<file path="config.mk">
export PLATFORM = sky130hd
export DESIGN_NAME = mmio_lifo
export DESIGN_NICKNAME = d
export VERILOG_FILES = /design/src/rtl/lifo_pkg.sv /design/src/rtl/lifo_bus_ctrl.sv /design/src/rtl/lifo_ptr_store.sv /design/src/rtl/lifo_shift_store.sv /design/src/rtl/mmio_lifo.sv
export SDC_FILE = /design/constraint.sdc
export NUM_CORES = 1
export LEC_CHECK = 0
export CAP_MARGIN = 30
export CORE_ASPECT_RATIO = 1.75
export CORE_MARGIN = 10
export CORE_UTILIZATION = 55
export CTS_CLUSTER_DIAMETER = 60
export DETAILED_ROUTE_END_ITERATION = 7
export PLACE_DENSITY = 0.78
export SLEW_MARGIN = 40
export SYNTH_ARGS = -nofsm -noshare
export SYNTH_HDL_FRONTEND = slang
export SYNTH_SLANG_ARGS = --single-unit
export TNS_END_PERCENT = 5
</file>
<file path="constraint.sdc">
create_clock -name clk -period 6.7 [get_ports clk]
set_clock_uncertainty 0.1 [all_clocks]
set_input_delay 1.34 -clock clk [delete_from_list [all_inputs] [get_ports clk]]
set_output_delay 1.34 -clock clk [all_outputs]
set_load 0.05 [all_outputs]
</file>
<file path="src/rtl/lifo_pkg.sv">
package lifo_pkg;

  localparam logic ADDR_DATA = 1'b0;
  localparam logic ADDR_STAT = 1'b1;

  // one-cycle operation strobes produced by the bus decoder
  typedef struct packed {
    logic push;
    logic pop;
    logic clr;
  } lifo_op_t;

endpackage

</file>
<file path="src/rtl/lifo_bus_ctrl.sv">
module lifo_bus_ctrl
  import lifo_pkg::*;
(
  input  logic     clk,
  input  logic     rst_n,
  input  logic     cs,
  input  logic     rd,
  input  logic     wr,
  input  logic     addr,
  input  logic     wbit0,
  output lifo_op_t op
);

  logic data_rd, data_wr, stat_wr;
  logic rd_q, dwr_q, swr_q;

  always_comb begin
    data_rd = cs & rd & ~wr & (addr == ADDR_DATA);
    data_wr = cs & wr & ~rd & (addr == ADDR_DATA);
    stat_wr = cs & wr & ~rd & (addr == ADDR_STAT);
    op.pop  = rd_q & ~data_rd;            // trailing edge of the read
    op.push = data_wr & ~dwr_q;           // leading edge of the write
    op.clr  = stat_wr & ~swr_q & wbit0;
  end

  always_ff @(posedge clk or negedge rst_n) begin
    if (!rst_n) begin
      rd_q  <= 1'b0;
      dwr_q <= 1'b0;
      swr_q <= 1'b0;
    end else begin
      rd_q  <= data_rd;
      dwr_q <= data_wr;
      swr_q <= stat_wr;
    end
  end

  p_one_pop_r5: assert property (@(posedge clk) disable iff (!rst_n)
    op.pop |=> !op.pop);
  p_one_push_r5: assert property (@(posedge clk) disable iff (!rst_n)
    op.push |=> !op.push);

endmodule

</file>
<file path="src/rtl/lifo_ptr_store.sv">
module lifo_ptr_store #(
  parameter int DEPTH = 16,
  localparam int CW = $clog2(DEPTH + 1),
  localparam int AW = $clog2(DEPTH)
) (
  input  logic          clk,
  input  logic          rst_n,
  input  logic          clr,
  input  logic          do_push,
  input  logic          do_pop,
  input  logic [7:0]    wdata,
  output logic [CW-1:0] count,
  output logic [7:0]    top
);

  logic [7:0]    mem [DEPTH];
  logic [CW-1:0] ptr, ptr_nxt;
  logic          we;
  logic [AW-1:0] widx;

  // ptr addresses the next free slot
  always_comb begin
    ptr_nxt = ptr;
    we      = 1'b0;
    widx    = AW'(ptr);
    if (clr) begin
      ptr_nxt = '0;
    end else begin
      unique case ({do_push, do_pop})
        2'b10: begin we = 1'b1; ptr_nxt = ptr + CW'(1); end
        2'b01: ptr_nxt = ptr - CW'(1);
        2'b11: begin we = 1'b1; widx = AW'(ptr - CW'(1)); end
        default: ;
      endcase
    end
  end

  always_ff @(posedge clk or negedge rst_n) begin
    if (!rst_n) ptr <= '0;
    else        ptr <= ptr_nxt;
  end

  always_ff @(posedge clk) begin
    if (we) mem[widx] <= wdata;
  end

  assign count = ptr;
  assign top   = mem[AW'(ptr - CW'(1))];

  p_ptr_bound_r6: assert property (@(posedge clk) disable iff (!rst_n)
    ptr <= CW'(DEPTH));

endmodule

</file>
<file path="src/rtl/lifo_shift_store.sv">
module lifo_shift_store #(
  parameter int DEPTH = 16,
  localparam int CW = $clog2(DEPTH + 1)
) (
  input  logic          clk,
  input  logic          rst_n,
  input  logic          clr,
  input  logic          do_push,
  input  logic          do_pop,
  input  logic [7:0]    wdata,
  output logic [CW-1:0] count,
  output logic [7:0]    top
);

  logic [7:0]    ent     [DEPTH];
  logic [7:0]    ent_nxt [DEPTH];
  logic [CW-1:0] cnt, cnt_nxt;

  // entry 0 is always the top of stack
  always_comb begin
    for (int i = 0; i < DEPTH; i++) ent_nxt[i] = ent[i];
    cnt_nxt = cnt;
    if (clr) begin
      cnt_nxt = '0;
    end else if (do_push && do_pop) begin
      ent_nxt[0] = wdata;
    end else if (do_push) begin
      for (int i = 1; i < DEPTH; i++) ent_nxt[i] = ent[i-1];
      ent_nxt[0] = wdata;
      cnt_nxt    = cnt + CW'(1);
    end else if (do_pop) begin
      for (int i = 0; i < DEPTH - 1; i++) ent_nxt[i] = ent[i+1];
      ent_nxt[DEPTH-1] = 8'h00;
      cnt_nxt          = cnt - CW'(1);
    end
  end

  always_ff @(posedge clk or negedge rst_n) begin
    if (!rst_n) begin
      cnt <= '0;
      for (int i = 0; i < DEPTH; i++) ent[i] <= 8'h00;
    end else begin
      cnt <= cnt_nxt;
      for (int i = 0; i < DEPTH; i++) ent[i] <= ent_nxt[i];
    end
  end

  assign count = cnt;
  assign top   = ent[0];

  p_cnt_bound_r6: assert property (@(posedge clk) disable iff (!rst_n)
    cnt <= CW'(DEPTH));

endmodule

</file>
<file path="src/rtl/mmio_lifo.sv">
module mmio_lifo
  import lifo_pkg::*;
#(
  parameter int DEPTH      = 16,
  parameter bit SHIFT_FORM = 1'b0
) (
  input  logic       clk,
  input  logic       rst_n,
  input  logic       cs,
  input  logic       rd,
  input  logic       wr,
  input  logic       addr,
  input  logic [7:0] wdata,
  output logic [7:0] rdata,
  output logic       err_overflow,
  output logic       err_underflow
);

  // count must fit in the six low status bits
  localparam int CW = $clog2(DEPTH + 1);

  logic [1:0]    rsync;
  logic          rst_i_n;
  lifo_op_t      op;
  logic [CW-1:0] count;
  logic [7:0]    top;
  logic          empty, full, do_push, do_pop;
  logic          ovf_q, ovf_nxt, unf_q, unf_nxt;

  // asynchronous assert, synchronous release
  always_ff @(posedge clk or negedge rst_n) begin
    if (!rst_n) rsync <= 2'b00;
    else        rsync <= {rsync[0], 1'b1};
  end
  assign rst_i_n = rsync[1];

  lifo_bus_ctrl u_ctrl (
    .clk(clk), .rst_n(rst_i_n), .cs(cs), .rd(rd), .wr(wr),
    .addr(addr), .wbit0(wdata[0]), .op(op)
  );

  generate
    if (SHIFT_FORM) begin : g_shift
      lifo_shift_store #(.DEPTH(DEPTH)) u_store (
        .clk(clk), .rst_n(rst_i_n), .clr(op.clr), .do_push(do_push),
        .do_pop(do_pop), .wdata(wdata), .count(count), .top(top)
      );
    end else begin : g_ptr
      lifo_ptr_store #(.DEPTH(DEPTH)) u_store (
        .clk(clk), .rst_n(rst_i_n), .clr(op.clr), .do_push(do_push),
        .do_pop(do_pop), .wdata(wdata), .count(count), .top(top)
      );
    end
  endgenerate

  always_comb begin
    empty   = (count == '0);
    full    = (count == CW'(DEPTH));
    do_pop  = op.pop & ~op.clr & ~empty;
    do_push = op.push & ~op.clr & (~full | do_pop);
    ovf_nxt = op.clr ? 1'b0 : (ovf_q | (op.push & full & ~do_pop));
    unf_nxt = op.clr ? 1'b0 : (unf_q | (op.pop & empty));
    if (addr == ADDR_STAT) rdata = {full, empty, 6'(count)};
    else                   rdata = empty ? 8'h00 : top;
  end

  always_ff @(posedge clk or negedge rst_i_n) begin
    if (!rst_i_n) begin
      ovf_q <= 1'b0;
      unf_q <= 1'b0;
    end else begin
      ovf_q <= ovf_nxt;
      unf_q <= unf_nxt;
    end
  end

  assign err_overflow  = ovf_q;
  assign err_underflow = unf_q;

  p_ovf_sticky_r3: assert property (@(posedge clk) disable iff (!rst_i_n)
    err_overflow && !op.clr |=> err_overflow);
  p_full_push_r3: assert property (@(posedge clk) disable iff (!rst_i_n)
    op.push && full && !op.pop && !op.clr |=> $stable(count) && err_overflow);
  p_empty_pop_r4: assert property (@(posedge clk) disable iff (!rst_i_n)
    op.pop && empty && !op.push && !op.clr |=> count == '0 && err_underflow);
  p_clear_r7: assert property (@(posedge clk) disable iff (!rst_i_n)
    op.clr |=> count == '0 && !err_overflow && !err_underflow);
  p_swap_r8: assert property (@(posedge clk) disable iff (!rst_i_n)
    op.push && op.pop && !op.clr && !empty |=> $stable(count));
  p_step_r2: assert property (@(posedge clk) disable iff (!rst_i_n)
    !op.clr |=> count == $past(count) || count == $past(count) + CW'(1)
             || count == $past(count) - CW'(1));

endmodule

</file>
Word level (Yosys, flattened, before mapping)
Memory sizes are Yosys's and may differ from the RTL's.
Cells that the tools add are included.
{"block": "word_totals", "ff_bits": 12, "ram_bits": 128, "n_memories": 1}
{"block": "classes", "addsub": 2, "n_eq_ne": 4, "mux": 12, "n_bitwise": 31, "n_reduce_logical": 3}
{"name": "g_ptr.u_store.mem", "depth": 16, "width": 8, "rd": 1, "rd_ports_with_merged_regs": 0, "write_ports": 1, "line": "lifo_ptr_store.sv:16", "source": "logic [7:0] mem [DEPTH];"}
{"cell": "AND 1 bit", "n": 18}
{"cell": "two-way mux 8 bit", "n": 2}
{"cell": "inverter 1 bit", "n": 10}
{"cell": "case mux 5 bit (2 select lines)", "n": 1}
{"cell": "two-way mux 4 bit", "n": 2}
{"cell": "two-way mux 1 bit", "n": 6}
{"cell": "adder 5 x 1 -> 5 bit, second input constant", "n": 1}
{"cell": "equality test 5 bit, second input constant", "n": 1}
{"cell": "zero test 5 bit", "n": 1}
{"cell": "two-way mux 5 bit", "n": 1}
{"cell": "subtractor 5 x 1 -> 5 bit, second input constant", "n": 1}
{"cell": "equality test 2 bit, second input constant", "n": 2}
{"cell": "OR 1 bit", "n": 3}
{"cell": "nonzero test 3 bit", "n": 1}
{"cell": "equality test 2 x 1 -> 1 bit, second input constant", "n": 1}
{"cell": "OR reduction 2 bit", "n": 1}

Depth between registers and ports, before layout
Gate-level depths: netlist of run 1.
{"block": "logic_depth", "depth_word": 16, "depth_mapped": 11}

Cells and area by module
From an unflattened synthesis of run 1, not the netlist that was laid out.
{"block": "unflattened", "cells_unflattened": 335, "hier_area_um2": 6020.8}
{"module": "lifo_ptr_store", "instances": 1, "cells_each": 285, "area_each_um2": 5552.8}
{"module": "mmio_lifo", "instances": 1, "cells_each": 39, "area_each_um2": 334.1}
{"module": "lifo_bus_ctrl", "instances": 1, "cells_each": 11, "area_each_um2": 133.9}

Worst setup path before layout of run 1
No wires, ideal clock.
{"block": "synth_path", "path_type": "reg-to-output", "startpoint": "register g_ptr.u_store.ptr[0] (netlist: g_ptr.u_store.count[0])", "endpoint": "output rdata[5]", "arrival_time_ns": 4.582, "path_slack_ns": 0.678, "path_stages_with_launch": 9, "n_path_buf": 4, "cell_sequence": "dfrtp_1 buf_4 buf_2 inv_1 ha_1 clkbuf_1 clkbuf_1 a211oi_1 a2111oi_0"}
{"block": "synth_via", "elab_chain_cells": 4, "word_cells_on_any_way": 5, "cone_classes": "add/sub: 1; mux: 2; reduce/logical: 1; memory: 1"}
{"item": "start: declaration", "line": "lifo_ptr_store.sv:17", "source": "logic [CW-1:0] ptr, ptr_nxt;"}
{"item": "start signal: assignment", "line": "lifo_ptr_store.sv:40", "source": "else ptr <= ptr_nxt;"}
{"item": "subtractor 5 x 1 -> 5 bit"}
{"item": "memory (16 x 8 bit)"}
{"item": "two-way mux 8 bit *", "line": "mmio_lifo.sv:64", "source": "else rdata = empty ? 8'h00 : top;"}
{"item": "two-way mux 8 bit *", "line": "mmio_lifo.sv:63", "source": "if (addr == ADDR_STAT) rdata = {full, empty, 6'(count)};"}
{"item": "end: declaration", "line": "mmio_lifo.sv:14", "source": "output logic [7:0] rdata,"}
Every way passes the cells marked *; elsewhere a longest branch is shown, timed or not.

Final worst setup path of run 1
{"block": "layout_path", "startpoint": "register g_ptr.u_store.ptr[1] (netlist: g_ptr.u_store.count[1])", "endpoint": "output rdata[3]"}
The elaborated chain is that of the path after synthesis.

==> reports/qor.yml, run 1 <==
run_status:
  status: "finished, final reports clean"
die:
  ios: 24
  die-width_um: 98.4
  start_util_pct: 55.6
  std_cell_rows: 50
  die-area_mm2: 0.0155
  die_y_um: 157
  core_mm2: 0.0106
final_layout:
  final-seq-area_mm2: 0.00415
  fillers: 722
  areaGrowthSynthToFinish_pct: 16.0
  num-nets-final: 384
  drive_above_1_share_pct: 24.7
  multiInputGateArea_mm2: 0.00172
  diodes: 0
logic_synthesis:
  synth_edf_count: 128
  ys_warn_count: 0
  ys_types: 45
  synth_top_area_cell: "edfxtp_1"
  synth_top_cell_area_share_pct: 65.0
  syn_nets: 353
  async_flop_share_pct: 8.57
  syn_area_per_cell_um2: 17.6
  synth.most_common_cell: "edfxtp_1"
  syn_area_mm2: 0.00591
  synth_top_cells_by_area: "edfxtp_1 (65%), mux4_2 (13%), dfrtp_1 (5.1%)"
  synth_ff_type: "edfxtp_1"
  synth_seq_cells: 140
  ys_seq_area_share_pct: 70.1
  synthTopCellsByCount: "edfxtp_1 (128), mux4_2 (34), nor2_1 (33)"
  synth_cells: 336
routing:
  wl_per_cell_um: 24.5
  wl_mm: 12.5
  ant_nets: 0
  drt_iter0_drc: 212
  dr_total_vias: 3219
  viasPerCell: 6.31
  first_pass_iters: 5
  drc: 0
power:
  comb_power_share_pct: 39.8
  pwr-share-seq_pct: 32.5
  p_sw_share_pct: 35.7
  powerDensity_mw_per_mm2: 458
  p_int_mw: 2.02
  irDropWorstVdd_mv: 0.395
  leakage_nw: 2.23
  p_sw_mw: 1.12
  clkPwrFrac_pct: 27.7
clock_tree:
  clock_sinks: 140
  cts_tree: "built"
  clk_latency_ps: 410
  clockBufferDepth: 2
  h-tree-depth: 4
  cts_resized: 0
  postCtsSetupBuffers: 0
  clockRootBuffer: "clkbuf_16"
  numCtsBuffers: 17
  postCtsHoldBufs: 0
  clkTransAtPathRegs_ps: 60
sta:
  worst_pin_slew_ps: 732
  rsz0062_at_grt: "false"
  setup_viol: 0
  holdWs_ps: 100
  timing.fmax_mhz: 180
  hold_violations: 0
  fin_crit_ps: 5540
  period_share_pct: 82.7
  max-slew-margin-rel_pct: 51.2
  maxSlewViolCount: 0
  fin_setup_tns_ps: 0
setup_path:
  worstPathMaxFanout: 23
  critPathKind: "register to output port"
  cp.arrival_ps: 4100
  cp_slowest_cell: "clkdlybuf4s50_1"
  crit_chain: "inv_1, ha_1, buf_4, mux4_2, nand2_1, a21oi_1, nor2_1, a221oi_1, clkdlybuf4s50_1"
  cp.required_ps: 5260
  critPathLaunchType: "register"
  cp-end-kind: "output port"
  cp_slowest_stage_delay_ps: 880
global_route:
  grt_max_degree: 41
  antenna_found_initial: 0
  grt_pass1_vias: 3352
  gr-usage-all-layers_pct: 16.8
  gr-total-overflow: 0
  grt_pass1_wl_mm: 19.7
placement:
  portBuffers: 23
  gp_congestion: 0.880
  hpwl_mm: 8.22
job:
  max-cap-violations: 0
hold_path:
  worst_hold_path_type: "register to async pin"
## path summary, 6_finish.rpt
path	start	end	slack (ps)	cells after the start
max	g_ptr.u_store.count[1]	rdata[3]	1160	9
min	rsync[1]	g_ptr.u_store.count[3]	100	0
max reg2reg	g_ptr.u_store.count[1]	g_ptr.u_store.mem[9][0]	3250	9
min reg2reg	rsync[1]	g_ptr.u_store.count[3]	100	0
max in group asynchronous	rst_n	rsync[0]	5400	1
min in group clk	rsync[0]	rsync[1]	260	0
## final cells by class
cell class                      instances  share of cell area (%)
Tap cell                              130                    2.37
Clock buffer                           22                    6.77
Inverter                                5                   0.274
Sequential cell                       140                    60.4
Timing Repair Buffer                   27                    3.79
Clock inverter                         10                    1.33
Multi-Input combinational cell        176                    25.0
## cells in the final DEF, fill, tap and decap left out, drive strengths merged, types with 4 or more instances in the layout
master,instances
nand3,10
a31oi,6
nand2,21
and3,4
clkinv,4
a221oi,4
o21ai,4
a21oi,11
nor3,5
mux2i,7
edfxtp,128
nor2,33
clkbuf,22
mux4,34
clkinvlp,4
xnor2,6
dfrtp,12
inv,6
buf,4
clkdlybuf4s50,23
a211oi,4
## through the flow
step                      worst slack, ps  std cells  util (%)  power (mW)  area (um2)
after floorplan                       678        336         -        1.94        5910
after global placement               1590        477      58.7        2.25        6250
after detailed placement             1420        478      59.2        2.28        6300
after CTS                            1170        510      64.5        3.15        6860
after global routing                  961        510      64.5        3.26        6860
final                                1160        510      64.5        3.14        6860
## worst max-delay path, delay by kind of cell, from the launching register on
kind            cells  cell delay [ps]
flops               1              500
fa+ha+maj           1              780
buf+inv             3             1480
simple gates        2              140
compound gates      2              510
mux                 1              280
## flip-flops by register name (all words and copies together), names as in the netlist
| signal | cells |
|---|---|
| err_underflow | 1 |
| g_ptr.u_store.count | 5 |
| rsync | 2 |
| g_ptr.u_store.mem | 128 |
| u_ctrl.rd_q | 1 |
| u_ctrl.dwr_q | 1 |
| err_overflow | 1 |
| u_ctrl.swr_q | 1 |
## per-layer routing
metal  GRT usage [%]  vias to the layer above  share of wire (%)
met2            30.3                      120                 56
met5               0                        -                  0
met1            17.9                     1666                 36
met3            4.96                       27                5.8
met4            6.65                        0                2.3
li1                -                     1406                  -
## power groups by stage
stage / registers, mW / logic, mW / clock network [mW]
floorplan: 1.03 / 0.906 / 0
global placement: 1.04 / 1.21 / 0
detailed placement: 1.04 / 1.24 / 0
CTS: 1.02 / 1.26 / 0.872
global route: 1.03 / 1.33 / 0.910
finish: 1.02 / 1.25 / 0.869
## logic make-up after synthesis
| family | share of synthesized area [%] |
|---|---|
| flops | 70.1 |
| xor+xnor | 1.31 |
| fa+ha+maj | 0.635 |
| other cells | 0.0634 |
| mux | 14.4 |
| simple gates | 7.94 |
| compound gates | 3.87 |
| buf+inv | 1.69 |
Note: power is estimated with default switching activity, not from simulation.
==> inputs of run 2 (changes only) <==
clock period = 5.2 ns   (was 6.7 ns; I/O delays follow)
==> run 2 against run 1 <==
Effect of this change:
- global-route usage rose by 1.1 points
- combinational power rose by 38%
- final area rose by 1.6%
- largest cell class unchanged
==> reports/qor.yml, run 2 (synthesized netlist as in run 1, its figures left out) <==
global_route:
  grt_max_degree: 41
  antenna_found_initial: 0
  gr-usage-all-layers_pct: 17.9
  grt_pass1_wl_mm: 20.6
  gr-total-overflow: 0
  grt_pass1_vias: 3487
power:
  p_sw_mw: 1.52
  powerDensity_mw_per_mm2: 614
  comb_power_share_pct: 40.3
  leakage_nw: 2.30
  p_sw_share_pct: 35.4
  irDropWorstVdd_mv: 0.540
  clkPwrFrac_pct: 28.8
  finalPower_mw: 4.28
  pwr-share-seq_pct: 30.8
  p_int_mw: 2.76
setup_path:
  crit_buf_inv: 3
  critPathKind: "register to output port"
  worstPathMaxFanout: 15
  reg2reg_slack_ps: 1360
  cp.arrival_ps: 3570
  cp.required_ps: 4060
  regToRegEndpoint: "g_ptr.u_store.mem[6][2]"
  cp_slowest_cell: "ha_1"
  cp-end-kind: "output port"
  critPathLaunchType: "register"
  crit_family: "adder cells"
  cp-startpoint: "g_ptr.u_store.count[1]"
  crit_chain: "inv_1, ha_1, buf_4, mux4_2, nand2_1, a31oi_1, mux2i_1, a211oi_1, buf_12"
  cp_slowest_stage_delay_ps: 780
  worstRegToRegCells: 9
  r2r_start: "g_ptr.u_store.count[1]"
die:
  std_cell_rows: 50
  die-width_um: 98.4
  ios: 24
  die-area_mm2: 0.0155
  start_util_pct: 55.6
  core_mm2: 0.0106
  die_y_um: 157
final_layout:
  final_common_cell: "edfxtp_1"
  drive_above_1_share_pct: 26.7
  fin_util_pct: 65.5
  diodes: 0
  stdcell_area_mm2: 0.00697
  largest-register: "g_ptr.u_store.mem"
  final-instance-count-excl-fill: 512
  areaGrowthSynthToFinish_pct: 17.8
  final-seq-area_mm2: 0.00415
  num-nets-final: 386
  largest_register_ffs: 128
  final_cell_mix: "edfxtp_1 (128), mux4_2 (34), nor2_1 (22)"
  fillers: 695
  multiInputGateArea_mm2: 0.00170
sta:
  rsz0062_at_grt: "false"
  holdWs_ps: 88.3
  fin_setup_tns_ps: 0
  hold_violations: 0
  setup_viol: 0
  maxSlewViolCount: 0
  max-slew-margin-rel_pct: 43.9
  timing.fmax_mhz: 212
  period_share_pct: 90.5
  fin_crit_ps: 4710
  worst_pin_slew_ps: 838
  worst_slack_ps: 494
clock_tree:
  cts_resized: 0
  clockBufferDepth: 2
  h-tree-depth: 4
  clk_latency_ps: 420
  clock_sinks: 140
  clockRootBuffer: "clkbuf_16"
  numCtsBuffers: 17
  postCtsSetupBuffers: 0
  cts_tree: "built"
  clkTransAtPathRegs_ps: 60
  postCtsHoldBufs: 0
run_status:
  status: "finished, final reports clean"
routing:
  first_pass_iters: 5
  viasPerCell: 6.40
  ant_nets: 0
  wl_mm: 13.4
  drc: 0
  wl_per_cell_um: 26.1
  drt_iter0_drc: 272
  dr_total_vias: 3277
placement:
  gp_congestion: 0.896
  hpwl_mm: 8.56
  portBuffers: 23
  dpl.cell_count: 480
  place_area_mm2: 0.00634
  dp_slack_ps: 951
job:
  max-cap-violations: 0
hold_path:
  worst_hold_path_type: "register to async pin"
==> run 2: cell count changes in the layout (fill, tap and decap cells not counted), moves of 2 or more <==
| cell | change |
|---|---|
| clkinv_2 | -2 |
| inv_6 | +3 |
| buf_12 | +5 |
| clkbuf_1 | -3 |
| nor2_1 | +5 |
| bufinv_16 | +2 |
| buf_4 | +4 |
| clkbuf_8 | -2 |
| nor2_2 | -5 |
| clkdlybuf4s50_1 | -8 |
==> run 2: worst reg2reg max path: cells and delay by family, from the launching register on <==
kind / cells / cell delay, ps
adder cells (fa/ha/maj): 1 / 250
flip-flops: 1 / 540
AND/OR/NAND/NOR: 5 / 1870
XOR/XNOR: 1 / 330
buffers and inverters: 2 / 380
==> run 2: how the worst max path moves through the flow <==
| stage | depth (start not counted) | endpoint |
|---|---|---|
| final | 9 | rdata[2] |
| after global routing | 9 | rdata[2] |
| after CTS | 9 | rdata[2] |
| after detailed placement | 6 | g_ptr.u_store.mem[14][0] |
| after global placement | 9 | rdata[2] |
| after floorplan | 8 | rdata[5] |
==> run 2: final cells by class <==
type | count | share of cell area, %
sequential | 140 | 59.5
multi-input combinational | 176 | 24.5
clock buffer | 17 | 6.11
timing repair buffer | 29 | 4.62
clock inverter | 15 | 2.69
tap | 130 | 2.34
inverter | 5 | 0.269
==> run 2: power groups by stage <==
stage                     combinational (mW)  sequential, mW  clock (mW)
after floorplan                         1.17            1.33           0
after global placement                  1.66            1.34           0
after detailed placement                1.69            1.34           0
after CTS                               1.72            1.32        1.24
after global routing                    1.83            1.32        1.29
final                                   1.73            1.32        1.23
==> run 2: layer usage <==
layer	up-vias	share of wire, %	track usage, %
met5	-	0	0
met4	0	3.1	8.22
met3	31	5.6	4.26
met2	172	57	33.4
met1	1666	34	18.1
li1	1408	-	-
